===== src/rtl/sqe_pkg.sv =====
package sqe_pkg;
  typedef enum logic [1:0] {
    HB_IDLE  = 2'd0,
    HB_WAIT  = 2'd1,
    HB_PULSE = 2'd2
  } hb_state_e;
endpackage


===== src/rtl/tx_edge_det.sv =====
module tx_edge_det (
  input  logic clk,
  input  logic rst_n,
  input  logic tx_en,
  output logic rise,
  output logic fall
);
  logic tx_q;

  always_ff @(posedge clk) begin
    if (!rst_n) tx_q <= 1'b0;
    else        tx_q <= tx_en;
  end

  assign rise = tx_en & ~tx_q;
  assign fall = ~tx_en & tx_q;
endmodule


===== src/rtl/frame_col_trk.sv =====
module frame_col_trk (
  input  logic clk,
  input  logic rst_n,
  input  logic tx_en,
  input  logic rise,
  input  logic line_col,
  output logic col_seen
);
  // Collision memory for the current frame; restarts at each frame start.
  always_ff @(posedge clk) begin
    if (!rst_n)    col_seen <= 1'b0;
    else if (rise) col_seen <= line_col;
    else if (tx_en && line_col) col_seen <= 1'b1;
  end
endmodule


===== src/rtl/sqe_timer.sv =====
module sqe_timer
  import sqe_pkg::*;
#(
  parameter int DELAY_CYC = 250,
  parameter int PULSE_CYC = 250
) (
  input  logic clk,
  input  logic rst_n,
  input  logic start,
  input  logic abort,
  output logic active
);
  localparam int MAXC = (DELAY_CYC > PULSE_CYC) ? DELAY_CYC : PULSE_CYC;
  localparam int CW   = $clog2(MAXC + 1);
  localparam logic [CW-1:0] DLY_LD = CW'(DELAY_CYC - 1);
  localparam logic [CW-1:0] PLS_LD = CW'(PULSE_CYC - 1);

  hb_state_e       st;
  logic [CW-1:0]   cnt;

  always_ff @(posedge clk) begin
    if (!rst_n) begin
      st  <= HB_IDLE;
      cnt <= '0;
    end else if (abort) begin
      st  <= HB_IDLE;
      cnt <= '0;
    end else begin
      unique case (st)
        HB_IDLE: if (start) begin
          st  <= HB_WAIT;
          cnt <= DLY_LD;
        end
        HB_WAIT: if (cnt == '0) begin
          st  <= HB_PULSE;
          cnt <= PLS_LD;
        end else begin
          cnt <= cnt - 1'b1;
        end
        HB_PULSE: if (cnt == '0) begin
          st <= HB_IDLE;
        end else begin
          cnt <= cnt - 1'b1;
        end
        default: st <= HB_IDLE;
      endcase
    end
  end

  assign active = (st == HB_PULSE);
endmodule


===== src/rtl/sqe_heartbeat_gen.sv =====
module sqe_heartbeat_gen #(
  parameter int CLK_HZ    = 250_000_000,
  parameter int DELAY_CYC = CLK_HZ / 1_000_000,
  parameter int PULSE_CYC = CLK_HZ / 1_000_000
) (
  input  logic clk,
  input  logic rst_n,
  input  logic tx_en,
  input  logic line_col,
  input  logic mode_10bt,
  input  logic repeater_en,
  input  logic sqe_dis,
  output logic col
);
  logic tx_rise, tx_fall, col_seen, hb_start, hb_act, hb_allowed;

  tx_edge_det u_edge (
    .clk(clk), .rst_n(rst_n), .tx_en(tx_en),
    .rise(tx_rise), .fall(tx_fall)
  );

  frame_col_trk u_trk (
    .clk(clk), .rst_n(rst_n), .tx_en(tx_en), .rise(tx_rise),
    .line_col(line_col), .col_seen(col_seen)
  );

  assign hb_allowed = mode_10bt & ~repeater_en & ~sqe_dis;
  assign hb_start   = tx_fall & hb_allowed & ~col_seen;

  sqe_timer #(.DELAY_CYC(DELAY_CYC), .PULSE_CYC(PULSE_CYC)) u_tmr (
    .clk(clk), .rst_n(rst_n), .start(hb_start), .abort(tx_rise),
    .active(hb_act)
  );

  assign col = hb_act | line_col;
endmodule


===== config.mk =====
export PLATFORM = sky130hd
export DESIGN_NAME = sqe_heartbeat_gen
export DESIGN_NICKNAME = d
export VERILOG_FILES = /design/src/rtl/sqe_pkg.sv /design/src/rtl/tx_edge_det.sv /design/src/rtl/frame_col_trk.sv /design/src/rtl/sqe_timer.sv /design/src/rtl/sqe_heartbeat_gen.sv
export SDC_FILE = /design/constraint.sdc
export NUM_CORES = 1
export LEC_CHECK = 0
export BUFFER_PORTS_ARGS = -buffer_cell sky130_fd_sc_hd__buf_2
export CAP_MARGIN = 20
export CELL_PAD_IN_SITES_DETAIL_PLACEMENT = 1
export CELL_PAD_IN_SITES_GLOBAL_PLACEMENT = 1
export CORE_MARGIN = 2
export CORE_UTILIZATION = 45
export CTS_CLUSTER_SIZE = 8
export DETAILED_ROUTE_END_ITERATION = 10
export PLACE_DENSITY = 0.88
export SYNTH_ARGS = -nofsm -noshare
export SYNTH_HDL_FRONTEND = slang
export SYNTH_SLANG_ARGS = --single-unit

===== constraint.sdc =====
create_clock -name clk -period 2.5 [get_ports clk]
set_input_delay 0.125 -clock clk [delete_from_list [all_inputs] [get_ports clk]]
set_output_delay 0.125 -clock clk [all_outputs]
set_load 0.01 [all_outputs]

# Yosys cells after proc, flatten, opt, wreduce, memory -nomap -nowiden
# Cells that the tools add are included.
[totals] ff_bits=12
[op_classes] add_sub_neg=1 eq_ne=6 muxes=10 bitwise=13 n_reduce_logical=8
[ops] cell="8-bit two-way mux" n=3
[ops] cell="8-bit one-hot mux with 3 select lines" n=1
[ops] cell="8-bit zero test" n=1
[ops] cell="8-bit by 1-bit subtractor with 8-bit output (second input constant)" n=1
[ops] cell="1-bit bitwise AND" n=6
[ops] cell="2-bit two-way mux" n=3
[ops] cell="1-bit inverter" n=6
[ops] cell="2-bit one-hot mux with 3 select lines" n=1
[ops] cell="3-bit AND reduction" n=2
[ops] cell="2-bit by 1-bit != test with 1-bit output (second input constant)" n=2
[ops] cell="2-bit != test (second input constant)" n=2
[ops] cell="3-bit nonzero test" n=1
[ops] cell="2-bit by 1-bit equality test with 1-bit output (second input constant)" n=1
[ops] cell="2-bit equality test (second input constant)" n=1
[ops] cell="2-bit zero test" n=1
[ops] cell="1-bit two-way mux" n=2
[ops] cell="2-bit nonzero test" n=1
[ops] cell="2-bit OR reduction" n=1
[ops] cell="1-bit logical AND" n=1
[ops] cell="1-bit bitwise OR" n=1

# Depth between registers and ports, before layout
[logic_depth] ltp_word=7 depth_mapped=7 ltp_nobuf=6

# By module
# From an unflattened synthesis, not the netlist that was laid out.
[unflattened] hier_cells=106 area_unflattened_um2=905.9
[by_module_without_submodules] mod="sqe_timer" instances=1 cells_each=95 area_per_inst_um2=805.8 seq_area_each_um2=200.2
[by_module_without_submodules] mod="frame_col_trk" instances=1 cells_each=4 area_per_inst_um2=38.8 seq_area_each_um2=20.0
[by_module_without_submodules] mod="tx_edge_det" instances=1 cells_each=4 area_per_inst_um2=38.8 seq_area_each_um2=20.0
[by_module_without_submodules] mod="sqe_heartbeat_gen" instances=1 cells_each=3 area_per_inst_um2=22.5 seq_area_each_um2=0.0

# Least setup slack after synthesis
# Ideal clock, no wire load.
[synth_path] path_kind="register to register" start="register u_tmr.st[0]" end="register u_tmr.st[0]" arrival_time_ns=1.597 required_time_ns=2.430 path_slack_ns=0.833 stages_incl_launch_ff=8 path_cell_list="dfxtp_1 > inv_1 > ha_1 > clkbuf_1 > nor2_2 > a21oi_2 > or4_1 > a21oi_1"
[synth_via] elab_chain_cells=3 elab_cells_between_ends=8
[synth_lines] element="start, declared" line="sqe_timer.sv:18" rtl="hb_state_e st;"
[synth_lines] element="start signal, assigned" line="sqe_timer.sv:23" rtl="st <= HB_IDLE;"
[synth_lines] element="start signal, assigned" line="sqe_timer.sv:26" rtl="st <= HB_IDLE;"
[synth_lines] element="start signal, assigned" line="sqe_timer.sv:31" rtl="st <= HB_WAIT;"
[synth_lines] element="2-bit by 1-bit equality test with 1-bit output (tied with other cells)" line="sqe_timer.sv:29" rtl="unique case (st)"
[synth_lines] element="2-bit by 1-bit != test with 1-bit output (no line) or 2-bit != test (tied branches)"
[synth_lines] element="3-bit AND reduction (no line)"
# Several ways; a longest one is shown, not always the timed one.
# A chain may end at the register's enable or synchronous reset.

# Worst setup path in the final report
[layout_path] start="register u_tmr.st[1]" end="register u_tmr.st[0]"
# The elaborated chain is that of the path after synthesis.

==> metrics <==
largest net degree at the start of global routing=11; syn_area_per_cell=~8.4 um2; Final nets=around 120; placed cells=128; TritonCTS Sinks=12; Layout area overhead=12.1%; Starting Density=between 40% and 50%; synthesized instance count=just under 100; status=complete, no violations; RSZ-0062 raised after global routing=false; Pins Over Slew Limit=0; Setup violations, final=0; worst path required time=approximately 2700 ps; Worst VDD drop=roughly 0.00031 V; setup tns final=0 ps; I/O Pins=8; antenna-violating nets left=0; unique cell type count in the Yosys netlist=37; Iter 0 DRT Violations=33; crit path DAT=around 2100 ps; first-pass GRT wire length=between 4000 and 5000 um; CP peak stage delay=~430 ps; initial antenna violation count=0; fraction of final layout cells sized beyond drive strength 1=between 15 and 20%; Port-buffer cells=7; Hold Violations, Final=0; Power Density=434 nW/um2; CP Launch Type=flip-flop; Via density=roughly 6.3; H-tree depth=1; Core ar.=between 1500 and 2000 um2; Root Buffer=clkbuf_4; vias in the first global route=841; slowest CP cell=or4_1; Mapped Area=817 um2; global route overflow=0; Worst Path Max Fanout=10; Fmax=between 500 and 600 MHz; Post-synth EDFFs=0; Die X=around 47 um; Skew-Pair Late Insertion Delay=between 200 and 300 ps; CTS tree=built; routed wire length per instance=around 18 um; register area share after synthesis=29.4%; CTS Buffer Depth=2; Hold Crit Class=input port to flip-flop; post-DP HPWL=1670 um; CTS Hold Bufs=0; fraction of registers with async set/reset=0%; vias=around 830; worst path cell trace=inv_1 -> ha_1 -> nor2_2 -> a21oi_2 -> or4_1 -> a21oi_1; final cycle utilization of the critical path=75.9%; DIE AREA=2170 um2; Rows=15; Inserted Diodes=0; Routability Congestion=0.844; Mapped Nets=110; Post-CTS Setup Inserts=0; Total GRT Usage=about 27%; Pwr Total=397 uW; headroom to the max-slew limit=a little over 50%; cts repair resizes=0; DRC violations left=0; Synth Flop Type=dfxtp_1; clock slew seen by the registers of the worst setup and hold paths=~100 ps; number of iterations in the first detailed-routing pass=4; minimum clock period=between 1500 and 2000 ps; Worst Skew=10.7 ps; Die Height=~47 um; Crit. End Element=flip-flop; Least-Margin Pin Slew=737 ps; synth warn=0; Leakage=around 0.00034 uW; post-synthesis register bit count=12; Routed WL=~2400 um; fin cells=roughly 130; maxcap violations=0; critical path class=flip-flop to flip-flop; total CTS buffers=3
layout make-up:
| type | count | area, um2 |
|---|---|---|
| Fill cell | 214 | 792 |
| Inverter | 6 | 22.5 |
| Multi-Input combinational cell | 78 | 551 |
| Clock buffer | 4 | 36.3 |
| Timing Repair Buffer | 7 | 35.0 |
| Tap cell | 25 | 31.3 |
| Sequential cell | 12 | 240 |
routing by layer:
metal / up-vias / wire length, um / track usage (%)
li1: 405 / - / -
met1: 403 / 1110 / 39.4
met2: 19 / 1140 / 40.0
met3: 6 / 73 / 3.53
met4: 0 / 38 / 11.1
met5: - / 0 / 0
Yosys cell counts, drive strengths merged (3+ instances only):
| cell | count | share of area [%] |
|---|---|---|
| dfxtp | 12 | 29 |
| nor2 | 7 | 3.5 |
| o311ai | 3 | 3.2 |
| o21ai | 4 | 2.4 |
| a31oi | 3 | 2.3 |
| o211ai | 3 | 2.8 |
| ha | 6 | 9.2 |
| nor3 | 4 | 3.1 |
| nor4 | 4 | 3.1 |
| a21oi | 12 | 7.8 |
| nand2 | 3 | 1.4 |
| inv | 6 | 2.8 |
| o31ai | 7 | 6.4 |
flip-flops by register name (all words and copies together) (netlist names):
register,cells
u_edge.tx_q,1
u_tmr.cnt,8
u_tmr.st,2
u_trk.col_seen,1
report_power, final:
group / internal, uW / total [uW] / switching, uW / leakage (uW)
registers: 194 / 197 / 3.09 / 0.0000972
logic: 11.8 / 30.3 / 18.5 / 0.000223
clock network: 88.7 / 170 / 81.0 / 0.0000210
through the flow:
| stage | utilization, % | setup WS [ps] | hold slack (ps) | instance area [um2] |
|---|---|---|---|---|
| after floorplan | - | 833 | 250 | 817 |
| after global placement | 51.5 | 705 | 356 | 880 |
| after detailed placement | 51.5 | 641 | 362 | 880 |
| after CTS | 53.6 | 622 | 57.7 | 916 |
| after global routing | 53.6 | 350 | 66.0 | 916 |
| final | 53.6 | 603 | 54.0 | 916 |
worst max-delay path, delay by kind of cell, from the launching register on:
| kind | cells | cell delay (ps) |
|---|---|---|
| buffers and inverters | 1 | 100 |
| adders and majority gates | 1 | 280 |
| DFF | 1 | 400 |
| AOI/OAI and AO/OA | 2 | 220 |
| and+or+nand+nor | 2 | 840 |
layout by cell type (no fill, tap or decap), types with 4 or more instances in the layout:
cell,synthesis,final
inv_1,6,6
o31ai_1,7,7
buf_2,0,7
a21oi_1,11,11
dfxtp_1,12,12
ha_1,6,6
nor2_1,6,6
nor4_1,4,4
final timing paths:
path | startpoint | end | slack, ps | cells past startpoint
max | u_tmr.st[1] | u_tmr.st[0] | 600 | 6
min | line_col | u_trk.col_seen | 50 | 2
max reg2reg | u_tmr.st[1] | u_tmr.st[0] | 600 | 6
min reg2reg | u_tmr.cnt[1] | u_tmr.cnt[1] | 540 | 2
cells by family (layout without fill, tap and decap cells):
kind of cell / after synthesis / after routing / synth area share, %
flops: 12 / 12 / 29.4
simple gates: 31 / 31 / 24.0
fa+ha+maj: 6 / 6 / 9.19
buf+inv: 7 / 17 / 3.22
compound gates: 41 / 41 / 34.2
No activity file was read; power rests on OpenSTA's default activity.
